[src/rtl/dmac_pkg.sv]
package dmac_pkg;
  typedef enum logic [1:0] {ST_IDLE, ST_RD, ST_WR, ST_SGL} dma_state_e;

  // control byte, bit 0 first from the right
  typedef struct packed {
    logic       blk;       // 7: block transfer (full configuration)
    logic       auto_req;  // 6: software start
    logic [1:0] op;        // 5:4: sequential / idle / repeat
    logic       swap;      // 3: direction select
    logic       sgl;       // 2: single-address cycle
    logic       word;      // 1: 16-bit unit
    logic       en;        // 0: channel enable
  } dma_ctl_t;

  localparam logic [1:0] OP_SEQ  = 2'd0;
  localparam logic [1:0] OP_HOLD = 2'd1;
  localparam logic [1:0] OP_RPT  = 2'd2;
endpackage

[src/rtl/dmac_prio_arb.sv]
module dmac_prio_arb #(
  parameter int N  = 4,
  parameter int IW = $clog2(N)
) (
  input  logic [N-1:0]  elig,
  output logic          hit,
  output logic [IW-1:0] sel
);
  always_comb begin
    hit = |elig;
    sel = '0;
    for (int i = N - 1; i >= 0; i--) begin
      if (elig[i]) sel = IW'(i);
    end
  end
endmodule

[src/rtl/dmac_addr_map.sv]
module dmac_addr_map #(
  parameter int AW = 24,
  parameter int NW = 16
) (
  input  logic          full,
  input  logic          swap,
  input  logic [AW-1:0] wide_a,
  input  logic [AW-1:0] wide_b,
  input  logic [NW-1:0] narrow,
  output logic [AW-1:0] src,
  output logic [AW-1:0] dst
);
  logic [AW-1:0] ext;
  assign ext = {{(AW-NW){1'b1}}, narrow};

  always_comb begin
    if (full) begin
      src = wide_a;
      dst = wide_b;
    end else if (swap) begin
      src = ext;
      dst = wide_a;
    end else begin
      src = wide_a;
      dst = ext;
    end
  end
endmodule

[src/rtl/dmac_top.sv]
module dmac_top
  import dmac_pkg::*;
#(
  parameter int NUM_CH = 4,
  parameter int AW     = 24,
  parameter int NW     = 16,
  parameter int CW     = 16,
  parameter int DW     = 16,
  localparam int CHW   = $clog2(NUM_CH),
  localparam int RAW   = CHW + 3
) (
  input  logic              clk,
  input  logic              rst,
  input  logic              reg_we,
  input  logic [RAW-1:0]    reg_addr,
  input  logic [AW-1:0]     reg_wdata,
  input  logic [NUM_CH-1:0] dreq,
  output logic [NUM_CH-1:0] dack,
  output logic [NUM_CH-1:0] tend,
  output logic [AW-1:0]     bus_addr,
  output logic              bus_rd,
  output logic              bus_wr,
  output logic              bus_word,
  output logic [DW-1:0]     bus_wdata,
  input  logic [DW-1:0]     bus_rdata,
  input  logic              bus_ready
);
  logic [AW-1:0] wide_q  [NUM_CH];
  logic [AW-1:0] wide_sh [NUM_CH];
  logic [NW-1:0] narrow_q[NUM_CH];
  logic [CW-1:0] cnt_q   [NUM_CH];
  logic [CW-1:0] cnt_sh  [NUM_CH];
  dma_ctl_t      ctl_q   [NUM_CH];

  logic              full_q;
  dma_state_e        st;
  logic [CHW-1:0]    cur_k, cur_p, pn, sel, sel_p, wch;
  logic [NW-1:0]     bcnt;
  logic [DW-1:0]     data_q;
  logic [NUM_CH-1:0] done_q, elig;
  logic              hit, last_in_blk, cnt_last;
  logic [AW-1:0]     src, dst, step;
  dma_ctl_t          cc;

  function automatic logic [CHW-1:0] phys(input logic [CHW-1:0] k, input logic f);
    return f ? {k[CHW-2:0], 1'b0} : k;
  endfunction

  // which logical channels may start a unit now
  always_comb begin
    for (int k = 0; k < NUM_CH; k++) begin
      logic [CHW-1:0] p;
      p = phys(CHW'(k), full_q);
      elig[k] = (!full_q || k < NUM_CH / 2) && ctl_q[p].en &&
                (dreq[k] || ctl_q[p].auto_req);
    end
  end

  dmac_prio_arb #(.N(NUM_CH), .IW(CHW)) u_arb (
    .elig (elig),
    .hit  (hit),
    .sel  (sel)
  );

  assign sel_p = phys(sel, full_q);
  assign pn    = cur_p + CHW'(1);
  assign cc    = ctl_q[cur_p];
  assign wch   = reg_addr[CHW+1:2];
  assign step  = cc.word ? AW'(2) : AW'(1);
  assign last_in_blk = !(full_q && cc.blk) || (bcnt == NW'(1));
  assign cnt_last    = (cnt_q[cur_p] == CW'(1));

  dmac_addr_map #(.AW(AW), .NW(NW)) u_map (
    .full   (full_q),
    .swap   (cc.swap),
    .wide_a (wide_q[cur_p]),
    .wide_b (wide_q[pn]),
    .narrow (narrow_q[cur_p]),
    .src    (src),
    .dst    (dst)
  );

  // bus side, decoded from the state register
  always_comb begin
    bus_rd   = (st == ST_RD) || (st == ST_SGL && !cc.swap);
    bus_wr   = (st == ST_WR) || (st == ST_SGL && cc.swap);
    bus_word = (st != ST_IDLE) && cc.word;
    case (st)
      ST_RD:   bus_addr = src;
      ST_WR:   bus_addr = dst;
      ST_SGL:  bus_addr = wide_q[cur_p];
      default: bus_addr = '0;
    endcase
    dack = '0;
    if (st == ST_SGL) dack[cur_k] = 1'b1;
  end

  assign bus_wdata = data_q;
  assign tend      = done_q;

  always_ff @(posedge clk) begin
    if (rst) begin
      st     <= ST_IDLE;
      full_q <= 1'b0;
      done_q <= '0;
      cur_k  <= '0;
      cur_p  <= '0;
      bcnt   <= '0;
      data_q <= '0;
      for (int c = 0; c < NUM_CH; c++) ctl_q[c] <= '0;
    end else begin
      done_q <= '0;
      case (st)
        ST_IDLE: begin
          if (hit) begin
            cur_k <= sel;
            cur_p <= sel_p;
            bcnt  <= narrow_q[sel_p];
            st    <= (!full_q && ctl_q[sel_p].sgl) ? ST_SGL : ST_RD;
          end
        end
        ST_RD: begin
          if (bus_ready) begin
            data_q <= bus_rdata;
            st     <= ST_WR;
          end
        end
        default: begin
          if (bus_ready) begin
            if (full_q) begin
              wide_q[cur_p] <= wide_q[cur_p] + step;
              wide_q[pn]    <= wide_q[pn] + step;
            end else if (cc.op != OP_HOLD) begin
              wide_q[cur_p] <= wide_q[cur_p] + step;
            end
            if (!last_in_blk) begin
              bcnt <= bcnt - NW'(1);
              st   <= ST_RD;
            end else begin
              st           <= ST_IDLE;
              cnt_q[cur_p] <= cnt_q[cur_p] - CW'(1);
              if (cnt_last) begin
                done_q[cur_k] <= 1'b1;
                if (!full_q && cc.op == OP_RPT) begin
                  wide_q[cur_p] <= wide_sh[cur_p];
                  cnt_q[cur_p]  <= cnt_sh[cur_p];
                end else begin
                  ctl_q[cur_p].en <= 1'b0;
                end
              end
            end
          end
        end
      endcase
      // software writes win over engine updates in the same cycle
      if (reg_we) begin
        if (reg_addr[RAW-1]) begin
          full_q <= reg_wdata[0];
        end else begin
          case (reg_addr[1:0])
            2'd0: begin
              wide_q[wch]  <= reg_wdata;
              wide_sh[wch] <= reg_wdata;
            end
            2'd1: narrow_q[wch] <= reg_wdata[NW-1:0];
            2'd2: begin
              cnt_q[wch]  <= reg_wdata[CW-1:0];
              cnt_sh[wch] <= reg_wdata[CW-1:0];
            end
            default: ctl_q[wch] <= dma_ctl_t'(reg_wdata[7:0]);
          endcase
        end
      end
    end
  end
endmodule

[config.mk]
export PLATFORM = sky130hd
export DESIGN_NAME = dmac_top
export DESIGN_NICKNAME = d
export VERILOG_FILES = /design/src/rtl/dmac_pkg.sv /design/src/rtl/dmac_prio_arb.sv /design/src/rtl/dmac_addr_map.sv /design/src/rtl/dmac_top.sv
export SDC_FILE = /design/constraint.sdc
export NUM_CORES = 1
export LEC_CHECK = 0
export ABC_CLOCK_PERIOD_IN_PS = 7450
export BUFFER_PORTS_ARGS = -buffer_cell sky130_fd_sc_hd__buf_2
export CELL_PAD_IN_SITES_DETAIL_PLACEMENT = 1
export CELL_PAD_IN_SITES_GLOBAL_PLACEMENT = 1
export CORE_MARGIN = 3
export CORE_UTILIZATION = 48
export DETAILED_ROUTE_END_ITERATION = 6
export HOLD_SLACK_MARGIN = 0.12
export PLACE_DENSITY_LB_ADDON = 0.1
export SYNTH_ARGS = -nofsm -noshare
export SYNTH_HDL_FRONTEND = slang
export SYNTH_SLANG_ARGS = --single-unit
[constraint.sdc]
create_clock -name clk -period 7.45 [get_ports clk]
set_input_delay 1.49 -clock clk [delete_from_list [all_inputs] [get_ports clk]]
set_output_delay 1.49 -clock clk [all_outputs]
set_load 0.005 [all_outputs]
======== Yosys cells after proc, flatten, opt, wreduce, memory -nomap -nowiden ========
Memory sizes are Yosys's and may differ from the RTL's. A register that Yosys moved wholly into a read port is not among the register bits.
Cells that the tools add are included.
word-level totals
  flip-flop bits (word level) ............. 43
  memories ................................ 6
  bits of input ports ..................... 53
  memory bits (writable) .................. 416
  output and inout bits ................... 51
  word-level logic and storage cells ...... 177
memories
  name      depth  width  read ports  clocked after memory_dff  write ports  RTL line        RTL
  wide_q    4      24     2           1                         3            dmac_top.sv:28  logic [AW-1:0] wide_q [NUM_CH];
  wide_sh   4      24     1           1                         1            dmac_top.sv:29  logic [AW-1:0] wide_sh [NUM_CH];
  cnt_q     4      16     1           1                         2            dmac_top.sv:31  logic [CW-1:0] cnt_q [NUM_CH];
  cnt_sh    4      16     1           1                         1            dmac_top.sv:32  logic [CW-1:0] cnt_sh [NUM_CH];
  narrow_q  4      16     2           1                         1            dmac_top.sv:30  logic [NW-1:0] narrow_q[NUM_CH];
  ctl_q     4      8      6           1                         4            dmac_top.sv:33  dma_ctl_t ctl_q [NUM_CH];
cells by class
  mux-type cells .......................... 100
  equality and inequality tests ........... 12
  add/sub/neg operators ................... 5
  bitwise operators ....................... 7
  $lt $le $gt $ge ......................... 2
  reduce and logical (&&, ||, !) cells .... 38
operator list
  operator               count
  $mux 24                6
  $pmux 24 s3            1
  $mux 16                4
  $mux 1                 56
  $mux 2                 27
  $add 24x2->24          2
  $eq 16x1->1 const B    2
  $pmux 16 s2            1
  $sub 16x1->16 const B  2
  $mux 8                 2
  $reduce_or 8->1        2
  $logic_and 1x1->1      13
  $eq 2x2->1 const B     4
  $logic_or 1x1->1       7
  $reduce_and 2->1       3
  $reduce_or 6->1        1
  $eq 2x1->1 const B     2
  $logic_not 2->1        2
  $mux 4                 1
  $ne 2x1->1 const B     2
  $ne 2x2->1 const B     2
  $not 1->1              4
  $pmux 2 s2             1
  $reduce_and 4->1       1
  11 further kinds       16

======== Depth between registers and ports, before layout ========
Gate-level depths: netlist (run 1).
An unclocked memory read counts as a cell.
  word-level depth ........................ 14
  depth in mapped cells ................... 19
  mapped depth without buffers ............ 12

======== By module ========
From an unflattened synthesis (run 1), not the netlist that was laid out.
second synthesis, totals
  cell total of the unflattened synthesis .. 1883
  area total of the unflattened synthesis .. 24387.1 um^2
modules (own cells, without submodules)
  module         cells an instance  sequential area each (um^2)  area an instance (um^2)  instances
  dmac_top       1774               13392.8                      23581.4                  1
  dmac_addr_map  102                0.0                          770.7                    1
  dmac_prio_arb  7                  0.0                          35.0                     1

======== Worst setup path before layout (run 1) ========
OpenSTA, ideal clock, no wires.
  path kind ............................... register -> register
  from .................................... register with a tool-made name
  to ...................................... memory wide_q[1][20] (data pin)
  data required time ...................... 7.184 ns
  slack ................................... 2.538 ns
  library setup time ...................... 0.266 ns
  arrival ................................. 4.646 ns
  buffers on the path ..................... 6
  period minus slack after synthesis ...... 4.912 ns
  stages on the path, launching flop included .. 18
  path through ............................ dfxtp_1 buf_4 buf_2 buf_2 buf_2 buf_2 mux4_2 inv_1 ha_1 inv_1 fa_1 and4b_1 clkbuf_1 nand4_1 or3_1 a22oi_1 a2bb2oi_1 o21ai_0
RTL lines
  item       RTL line
  to (decl)  dmac_top.sv:28

======== Worst setup path after layout (run 1) ========
  from .................................... register cur_p[0]
  to ...................................... output bus_addr[13]
on the way
  cells in the longest elaborated chain, start to end .. 4
RTL lines
  item                    RTL line             RTL
  from (decl)             dmac_top.sv:37       logic [CHW-1:0] cur_k, cur_p, pn, sel, sel_p, wch;
  from (signal assigned)  dmac_top.sv:117      cur_p <= sel_p;
  $add 2x1->2             dmac_top.sv:66       assign pn = cur_p + CHW'(1);
  $mem_v2 4x24            n/a
  $mux 24                 dmac_addr_map.sv:17  if (full) begin
  $pmux 24 s3             dmac_top.sv:88       case (st)
  to (decl)               dmac_top.sv:20       output logic [AW-1:0] bus_addr,
No other way between the ends.

==> results of run 1 <==
## state kept, by name (all words and copies together), names as in the netlist, 2 cells and up, named ones only
register   count
wide_q        96
narrow_q      64
bcnt          16
cnt_sh        64
st             2
cur_k          2
cnt_q         64
wide_sh       96
bus_wdata     16
ctl_q         32
cur_p          2
tend           4
## stage by stage
stage | power, W | instance area, um2 | utilization
floorplan | 0.00403 | 23600 | -
global placement | 0.00448 | 24800 | 0.515
detailed placement | 0.00453 | 24800 | 0.515
CTS | 0.00699 | 26400 | 0.548
global route | 0.00724 | 26400 | 0.548
finish | 0.00696 | 26400 | 0.549
## layout by cell type (no fill, tap or decap), drive strengths merged, types with 46 or more instances in the layout
cell type    n
a21oi      102
buf        141
edfxtp     416
mux4       134
mux2        75
o21ai      112
inv         46
nand2      166
nor2       114
clkbuf      62
## per-layer routing
layer	share of wire	up-vias	global-route usage	wire, um
met4	0.048	2	0.127	3640
met5	0.00011	-	0	8
met3	0.071	182	0.0492	5430
li1	-	7092	-	-
met2	0.47	726	0.465	35600
met1	0.41	8712	0.400	31200
## layout make-up
cell class / instances / area [um2] / area share
Sequential cell: 461 / 13400 / 0.507
Multi-Input combinational cell: 1151 / 9600 / 0.363
Clock buffer: 62 / 1320 / 0.0499
Tap cell: 656 / 821 / 0.0311
Timing Repair Buffer: 141 / 813 / 0.0308
Clock inverter: 31 / 285 / 0.0108
Inverter: 46 / 173 / 0.00654
Antenna cell: 1 / 2.50 / 0.0000948
## worst max-delay path, delay by kind of cell, from the launching register on
| family | cells | cell delay (ps) |
|---|---|---|
| AOI/OAI and AO/OA | 3 | 940 |
| adders and majority gates | 1 | 960 |
| buffers and inverters | 4 | 1130 |
| DFF | 1 | 310 |
| muxes | 1 | 570 |
## path summary, 6_finish.rpt
kind,endpoint,depth (start not counted)
setup / recovery,bus_addr[13],9
hold / removal,bus_wdata[2],2
setup reg to reg,wide_q[2][20],14
hold reg to reg,bus_wdata[2],2
## logic make-up (layout without fill, tap and decap cells)
family	after synthesis	count (layout)	synth area share
mux	239	239	0.176
fa+ha+maj	17	17	0.00964
other cells	0	1	0
flops	461	461	0.567
buf+inv	157	280	0.0274
xor+xnor	53	53	0.0196
simple gates	446	446	0.0900
compound gates	396	396	0.110
## where the power goes
group / total (W) / internal [W] / leakage (nW) / switching, W
clock: 0.00247 / 0.00140 / 0.781 / 0.00107
combinational: 0.00148 / 0.000589 / 4.04 / 0.000890
sequential: 0.00301 / 0.00294 / 4.13 / 0.0000743
==> results.txt, run 1 <==
----------------------------------------------------
[Clock network]
  Clk Latency, worst-skew pair ... 620 ps
  Bufs on Longest Clock Path ... 3
  Number of post-CTS setup repair buffers ... 0
  Hold_buf cts ... 0
  Clock sink count ... roughly 460
  Clk slew on worst S/H paths ... 60 ps
  Number of buffers added by the clock tree synthesis step ... 51
  PostCTS Resize Cnt ... 0
  H-tree depth ... 2
  CTS tree ... yes
  Root Driver ... clkbuf_16

[Yosys]
  Most used standard cell by instance count after synthesis ... edfxtp_1
  Area fraction of the dominant cell type after synthesis ... 0.529
  #FFs+latches synth ... 461
  Post-Synthesis Net Count ... between 1500 and 2000
  Synth cell types ... 73
  Summed instance area of the synthesized netlist ... 23600 um2
  Yosys warns ... 0
  Synthesized netlist cell count ... 1769
  Mapped Avg Cell Area ... approximately 13 um2
  Async S/R FF share, synth ... 0
  Cell type with the highest aggregate area in the netlist ... edfxtp_1
  Top post-synthesis cells by area ... edfxtp_1 53%, mux4_2 13%, dfxtp_1 3.8%, mux2_2 3.6%, nand2_1 2.6%
  Post-synth EDFFs ... 416
  Most frequently used flop master after synthesis ... edfxtp_1
  Cell types with the highest counts after synthesis ... 416 x edfxtp_1, 166 x nand2_1, 134 x mux4_2
  Sequential-to-total area share from yosys stat ... 0.567

[Global route]
  First-pass GRT wire length ... 114 mm
  Number of global-route vias before repair ... 17502
  Total routing resource utilization after global routing ... 0.292
  Antenna violations before repair ... 1
  Largest net degree at the start of global routing ... between 70 and 80
  Total overflow reported by the global router ... 0

[Final layout]
  Number of filler cells placed in the layout ... ~4800
  Fraction of layout cells with a size suffix above 1 ... 0.238
  Number of standard cells in the layout, taps in and fillers out ... 2549
  P&R area growth vs syn ... 11.8%
  Final-stage net count ... 1922

[Critical path]
  Worst Path Max Fanout ... 32
  Standard cell with the maximum stage delay on the critical path ... ha_1
  Start of the worst register-to-register path ... cur_p[0]
  Path type of the worst setup path ... reg -> out
  Cell with the most instances on the worst path ... buf_4
  Crit end category ... output port
  Register-to-Register Setup Slack ... between 2000 and 2500 ps
  Worst setup path startpoint ... cur_p[0]
  Data arrival, critical path ... around 4500 ps
  Delay of the slowest cell on the worst path ... between 900 and 1000 ps
  List of cells traversed by the critical path ... buf_4 -> inv_1 -> ha_1 -> buf_4 -> mux4_2 -> a32o_1 -> a22oi_1 -> o21ai_0 -> buf_2
  Launching element type of the critical path ... flip-flop
  Required @ worst endpoint ... slightly below 6000 ps

[Place]
  Input/output buffers ... 103
  Dpl cells ... 2455
  Post-Place Worst Slack ... around 1500 ps
  Hpwl dp ... roughly 49 mm
  Global placement routability congestion ... 0.909

[Floorplanning]
  # IOs ... about 100
  Number of core rows ... 80
  Core Region ... 48100 um2
  Area of the die ... 51900 um2
  Starting Density ... 0.491
  Die width ... about 230 um
  Die Height ... 228 um

[Detailed routing]
  Overall routed net length ... 75.9 mm
  Total via count in the routed design ... about 17000
  Average wire per cell in the routed design ... 29.8 um
  Final antenna-violating net count ... 0
  Violation count after the first detailed-route iteration ... 1479
  DRT Pass-1 Iters ... 5
  Via density per instance ... 6.56
  Post-detailed-route DRC marker count ... 0

[Outcome]
  Outcome ... finished clean

[Timing]
  Fmax achieved ... 0.166 GHz
  Setup total negative slack ... 0 ps
  Final worst-path setup slack ... 1430 ps
  Headroom to the max-slew limit ... 0.137
  Min Hold Slack ... 452 ps
  Final-report max-slew violation count ... 0
  Final critical path time including I/O delays and setup ... 6020 ps
  RSZ-0062 raised after global routing ... no
  Worst-margin pin slew ... 1290 ps
  Final setup skew ... 15.1 ps
  Final count of negative-setup-slack endpoints ... 0
  Final Hold Fails ... 0
  Fraction of the cycle the final worst path needs ... 0.807

[Worst hold path]
  Hold/Removal Path Class ... reg -> reg
  Hold path startpoint ... bus_wdata[2]

[Power and ir drop]
  Largest voltage drop on the vdd net ... between 0.15 and 0.2 mV
  Leakage ... 8.95 nW
  Total power divided by cell area ... 264 nW/um2

[Run]
  Number of maximum-capacitance constraint violations ... 0

----------------------------------------------------
Power figures use the tool's default switching activity.
==> run 2: changes to the inputs <==
--- a/config.mk
+++ b/config.mk
@@ -5,12 +5,13 @@
 export SDC_FILE = /design/constraint.sdc
 export NUM_CORES = 1
 export LEC_CHECK = 0
-export ABC_CLOCK_PERIOD_IN_PS = 7450
+export ABC_AREA = 1
+export ABC_CLOCK_PERIOD_IN_PS = 5400
 export BUFFER_PORTS_ARGS = -buffer_cell sky130_fd_sc_hd__buf_2
 export CELL_PAD_IN_SITES_DETAIL_PLACEMENT = 1
 export CELL_PAD_IN_SITES_GLOBAL_PLACEMENT = 1
 export CORE_MARGIN = 3
-export CORE_UTILIZATION = 48
+export CORE_UTILIZATION = 43
 export DETAILED_ROUTE_END_ITERATION = 6
 export HOLD_SLACK_MARGIN = 0.12
 export PLACE_DENSITY_LB_ADDON = 0.1
==> constraint.sdc (replaced) <==
create_clock -name clk -period 5.4 [get_ports clk]
set_input_delay 1.08 -clock clk [delete_from_list [all_inputs] [get_ports clk]]
set_output_delay 1.08 -clock clk [all_outputs]
set_load 0.005 [all_outputs]
==> results.txt, run 2 <==
----------------------------------------------------
[Yosys]
  Top post-synthesis cells by area ... edfxtp_1 49%, nand2_1 14%, nand3_1 8.0%, nor2_1 3.9%, dfxtp_1 3.5%
  Post-synth EDFFs ... 416
  Yosys warns ... 0
  Post-Synthesis Net Count ... 3109
  #FFs+latches synth ... 461
  Multiplexer area fraction after synthesis ... 0
  Fraction of synthesized cell area in xor and xnor cells ... 0.0107
  Most used standard cell by instance count after synthesis ... nand2_1
  Summed instance area of the synthesized netlist ... 25400 um2
  Combinational family with the most area after synthesis ... simple AND/OR/NAND/NOR gates
  Most frequently used flop master after synthesis ... edfxtp_1
  Area fraction in and, or, nand and nor cells after synthesis ... 0.295
  Async S/R FF share, synth ... 0
  Synthesized netlist cell count ... 3039
  Mapped Avg Cell Area ... 8.36 um2
  Adder-cell area share of the yosys netlist ... 0.00896
  Area fraction of the dominant cell type after synthesis ... 0.491
  Sequential-to-total area share from yosys stat ... 0.527
  Synth cell types ... 51
  Compound-cell area share of the yosys netlist ... 0.0992
  Cell types with the highest counts after synthesis ... 962 x nand2_1, 416 x edfxtp_1, 406 x nand3_1
  Cell type with the highest aggregate area in the netlist ... edfxtp_1

[Place]
  Global placement routability congestion ... 1.03
  Post-Place Worst Slack ... 997 ps
  Post-DP Area ... 26600 um2
  Dpl cells ... about 3800
  Hpwl dp ... roughly 68 mm
  Input/output buffers ... ~100

[Timing]
  Final critical path time including I/O delays and setup ... ~5000 ps
  Final Hold Fails ... 0
  Headroom to the max-slew limit ... 0.107
  Final-report max-slew violation count ... 0
  Setup total negative slack ... 0 ps
  Final count of negative-setup-slack endpoints ... 0
  Final worst-path setup slack ... between 400 and 500 ps
  RSZ-0062 raised after global routing ... no
  Fmax achieved ... 0.201 GHz
  Worst-margin pin slew ... 1340 ps
  Final setup skew ... 14.0 ps
  Fraction of the cycle the final worst path needs ... 0.922

[Global route]
  Met1 capacity usage during global routing ... 0.429
  Antenna violations before repair ... 2
  Total routing resource utilization after global routing ... 0.320
  Global Route met3 Usage ... 0.0549
  Number of global-route vias before repair ... roughly 24000
  Total overflow reported by the global router ... 0
  First-pass GRT wire length ... ~150 mm
  Busiest grt layer ... met2
  Met2 global-route usage ... 0.519
  Largest net degree at the start of global routing ... 142

[Detailed routing]
  Total via count in the routed design ... 23656
  DRT Pass-1 Iters ... 5
  Final antenna-violating net count ... 0
  Violation count after the first detailed-route iteration ... 2095
  Post-detailed-route DRC marker count ... 0
  Overall routed net length ... 102 mm
  Average wire per cell in the routed design ... 26.2 um
  Via density per instance ... approximately 6.1

[Power and ir drop]
  Logic pwr share ... 0.469
  Largest voltage drop on the vdd net ... 0.334 mV
  Sequential share of power ... 0.297
  Switching share of total power ... 0.451
  Internal portion of total power ... 0.00835 W
  Clk network pwr share ... 0.234
  Leakage ... 11.3 nW
  Switching power ... 0.00685 W
  Total power draw ... approximately 0.015 W
  Total power divided by cell area ... 538 nW/um2

[Critical path]
  Required @ worst endpoint ... 4320 ps
  Standard cell with the maximum stage delay on the critical path ... dfxtp_4
  Crit end category ... output port
  Data arrival, critical path ... 3900 ps
  Cell with the most instances on the worst path ... nand2_1
  Number of buffer and inverter stages on the critical path ... 2
  Worst Path Max Fanout ... 43
  Cell family contributing the most delay on the critical path ... simple AND/OR/NAND/NOR gates
  List of cells traversed by the critical path ... inv_4 -> nand3_1 -> nand2_1 -> nor2_1 -> nand2_1 -> nand2_1 -> nand2_1 -> o211ai_1 -> buf_2
  Delay of the slowest cell on the worst path ... around 690 ps
  Launching element type of the critical path ... flip-flop
  Path type of the worst setup path ... reg -> out

[Final layout]
  Number of standard cells in the layout, taps in and fillers out ... about 4000
  Most frequent cells in the layout ... 962 x nand2_1, 416 x edfxtp_1, 406 x nand3_1
  Leading registers by flop count ... wide_q: 96 flops, wide_sh: 96 flops
  Most common cell after layout, fill and taps aside ... nand2_1
  P&R area growth vs syn ... 11.2%
  Fraction of layout cells with a size suffix above 1 ... 0.107
  Final-stage net count ... approximately 3200
  Diodes inserted ... 0
  Post-route design area ... 28300 um2

[Clock network]
  Number of buffers added by the clock tree synthesis step ... 52
  Number of post-CTS setup repair buffers ... 0
  Hold_buf cts ... 0
  Clk slew on worst S/H paths ... 60 ps
  Clock sink count ... 461
  PostCTS Resize Cnt ... 0
  CTS tree ... yes
  Bufs on Longest Clock Path ... 3
  Clk Latency, worst-skew pair ... 610 ps
  Root Driver ... clkbuf_16
  H-tree depth ... 2

[Floorplanning]
  Die Height ... 249 um
  Area of the die ... 62100 um2
  Starting Density ... 0.437
  Core Region ... 58100 um2
  # IOs ... 104
  Die width ... 249 um
  Number of core rows ... between 80 and 90

[Worst hold path]
  Hold path startpoint ... bus_wdata[8]
  Hold/Removal Path Class ... reg -> reg

[Outcome]
  Outcome ... finished clean

[Run]
  Number of maximum-capacitance constraint violations ... 0

----------------------------------------------------
==> run 2: area by class of cell <==
| class | count | area (um2) |
|---|---|---|
| Fill cell | 6874 | 29900 |
| Sequential cell | 461 | 13400 |
| Multi-Input combinational cell | 2231 | 10600 |
| Clock buffer | 63 | 1380 |
| Tap cell | 765 | 957 |
| Timing Repair Buffer | 160 | 956 |
| Inverter | 178 | 677 |
| Clock inverter | 31 | 290 |
==> run 2: routing by layer <==
metal	wire (um)	part of all wire
met1	41900	0.41
met2	47000	0.46
met3	8600	0.084
met4	4340	0.043
met5	14	0.00014
==> run 2: tightest hold or removal path, delay by kind of cell, from the launching register on <==
family	cells	cell delay [ps]
flops	1	300
compound gates	1	50
simple gates	1	60
==> run 2: worst paths after layout <==
check,endpoint,slack [ps],depth (start not counted)
setup / recovery,bus_addr[0],420,9
hold / removal,bus_wdata[8],460,2
setup reg to reg,wide_q[3][18],890,17
hold reg to reg,bus_wdata[8],460,2
==> run 2: kinds of logic after synthesis <==
kind of cell    Yosys count
simple gates           1752
flops                   461
compound gates          431
buf+inv                 347
xor+xnor                 31
fa+ha+maj                17
==> run 2: power by group through the flow <==
stage | Combinational [W] | Sequential, W | Clock (W)
3_5_place_dp | 0.00695 | 0.00460 | 0
5_1_grt | 0.00777 | 0.00454 | 0.00373
4_1_cts | 0.00699 | 0.00452 | 0.00359
2_1_floorplan | 0.00463 | 0.00450 | 0
6_report | 0.00713 | 0.00452 | 0.00355
3_3_place_gp | 0.00674 | 0.00458 | 0
==> run 2: metrics by stage <==
step	hold WS, ps	utilization
CTS	461	0.486
global placement	447	0.457
global route	491	0.486
detailed placement	452	0.457
floorplan	458	-
finish	459	0.486
==> run 3: changes to the inputs <==
--- a/config.mk
+++ b/config.mk
@@ -14,7 +14,8 @@
 export CORE_UTILIZATION = 43
 export DETAILED_ROUTE_END_ITERATION = 6
 export HOLD_SLACK_MARGIN = 0.12
-export PLACE_DENSITY_LB_ADDON = 0.1
+export PLACE_DENSITY = 0.79
+export RECOVER_POWER = 100
 export SYNTH_ARGS = -nofsm -noshare
 export SYNTH_HDL_FRONTEND = slang
 export SYNTH_SLANG_ARGS = --single-unit
==> results.txt, run 3 (synthesis gave the netlist of run 2 again) <==
----------------------------------------------------
[Clock network]
  Hold_buf cts ... 0
  Clk slew on worst S/H paths ... 60 ps
  Number of post-CTS setup repair buffers ... 0
  PostCTS Resize Cnt ... 0
  Root Driver ... clkbuf_16
  Clk Latency, worst-skew pair ... 620 ps
  Number of buffers added by the clock tree synthesis step ... 51
  Bufs on Longest Clock Path ... 3
  CTS tree ... yes
  Clock sink count ... about 460
  H-tree depth ... 2

[Final layout]
  Most frequent cells in the layout ... 969 x nand2_1, 416 x edfxtp_1, 412 x nand3_1
  Leading registers by flop count ... wide_q: 96 flops, wide_sh: 96 flops
  Most common cell after layout, fill and taps aside ... nand2_1
  Final core utilization ... 0.481
  Final-stage net count ... 3158
  Fraction of layout cells with a size suffix above 1 ... 0.0707
  P&R area growth vs syn ... 9.90%

[Timing]
  Final critical path time including I/O delays and setup ... 5210 ps
  Headroom to the max-slew limit ... -0.872
  Final setup skew ... 23.8 ps
  Final count of negative-setup-slack endpoints ... 0
  Min Hold Slack ... 462 ps
  Setup total negative slack ... 0 ps
  Fraction of the cycle the final worst path needs ... 0.966
  Worst-margin pin slew ... about 2800 ps
  Fmax achieved ... 0.192 GHz
  Final-report max-slew violation count ... 417
  Final Hold Fails ... 0
  RSZ-0062 raised after global routing ... no

[Critical path]
  Launching element type of the critical path ... primary input
  Crit end category ... flip-flop
  Required @ worst endpoint ... roughly 5600 ps
  Data arrival, critical path ... 5400 ps
  Worst Path Max Fanout ... 25
  Path type of the worst setup path ... in -> reg

[Outcome]
  Outcome ... finished with violations
  Violated checks ... max-capacitance violations, max-slew violations

[Power and ir drop]
  Internal portion of total power ... approximately 0.0082 W
  Switching power ... 0.00677 W
  Clk network pwr share ... 0.230
  Largest voltage drop on the vdd net ... between 0.3 and 0.4 mV
  Total power draw ... about 0.015 W
  Sequential share of power ... 0.302
  Switching share of total power ... 0.452
  Logic pwr share ... 0.467
  Total power divided by cell area ... about 540 nW/um2
  Leakage ... 10.9 nW

[Floorplanning]
  Starting Density ... 0.437
  Die width ... 249 um
  # IOs ... 104
  Die Height ... about 250 um
  Number of core rows ... 88
  Core Region ... between 50000 and 60000 um2
  Area of the die ... 62100 um2

[Detailed routing]
  Overall routed net length ... 101 mm
  Final antenna-violating net count ... 0
  DRT Pass-1 Iters ... 6
  Violation count after the first detailed-route iteration ... 2566
  Post-detailed-route DRC marker count ... 0
  Total via count in the routed design ... between 20000 and 25000
  Via density per instance ... a little over 6
  Average wire per cell in the routed design ... 25.9 um

[Place]
  Hpwl dp ... 66.2 mm
  Global placement routability congestion ... 0.995
  Input/output buffers ... 103

[Global route]
  First-pass GRT wire length ... 151 mm
  Number of global-route vias before repair ... 25267
  Largest net degree at the start of global routing ... 83
  Antenna violations before repair ... 3
  Total overflow reported by the global router ... 0
  Total routing resource utilization after global routing ... 0.317

[Run]
  Number of maximum-capacitance constraint violations ... 15

[Worst hold path]
  Hold/Removal Path Class ... reg -> reg

----------------------------------------------------
-- run 3: worst paths after layout --
check                from             to  slack (ps)  depth (start not counted)
max reg2reg     flip-flop   wide_q[2][2]         290                         12
min          bus_wdata[2]   bus_wdata[2]         460                          2
max                   rst  wide_q[2][17]         190                         10
min reg2reg  bus_wdata[2]   bus_wdata[2]         460                          2
-- run 3: power groups by stage --
stage	sequential, W	clock, W	combinational [W]
6_report	0.00452	0.00345	0.00700
5_1_grt	0.00455	0.00363	0.00764
4_1_cts	0.00452	0.00348	0.00694
3_5_place_dp	0.00459	0	0.00688
3_3_place_gp	0.00458	0	0.00656
2_1_floorplan	0.00450	0	0.00463
-- run 3: area by class of cell --
| class | instances | area (um2) |
|---|---|---|
| inverters | 178 | 677 |
| well taps | 765 | 957 |
| diodes | 1 | 2.50 |
| clock inverters | 32 | 298 |
| multi-input cells | 2231 | 10500 |
| repair buffers | 165 | 808 |
| fillers | 6991 | 30200 |
| clock buffers | 61 | 1310 |
| flip-flops and latches | 461 | 13400 |
-- run 3: metrics by stage --
stage / area [um2] / instances / setup slack [ps]
floorplan: 25400 / 3039 / 1180
global placement: 26600 / 3800 / 892
detailed placement: 26600 / 3800 / 853
CTS: 28200 / 3893 / 406
global route: 27900 / 3893 / 103
finish: 27900 / 3894 / 185
-- run 3: worst max-delay path, stage by stage --
cell      delay [ps]
buf_2            110
inv_1            390
nand2_1          100
nor2_1           140
nand2_1          190
nor2_1           820
a21oi_2           30
clkbuf_2         650
o21ai_2          200
clkbuf_1        1660
-- run 3: routing by layer --
metal  global-route usage  up-vias  wire length [um]
met5                    0        -                 0
met4                0.173        0              5940
met3               0.0514      357              8610
met2                0.524     1241             47200
met1                0.400    11964             39000
li1                     -    10508                 -
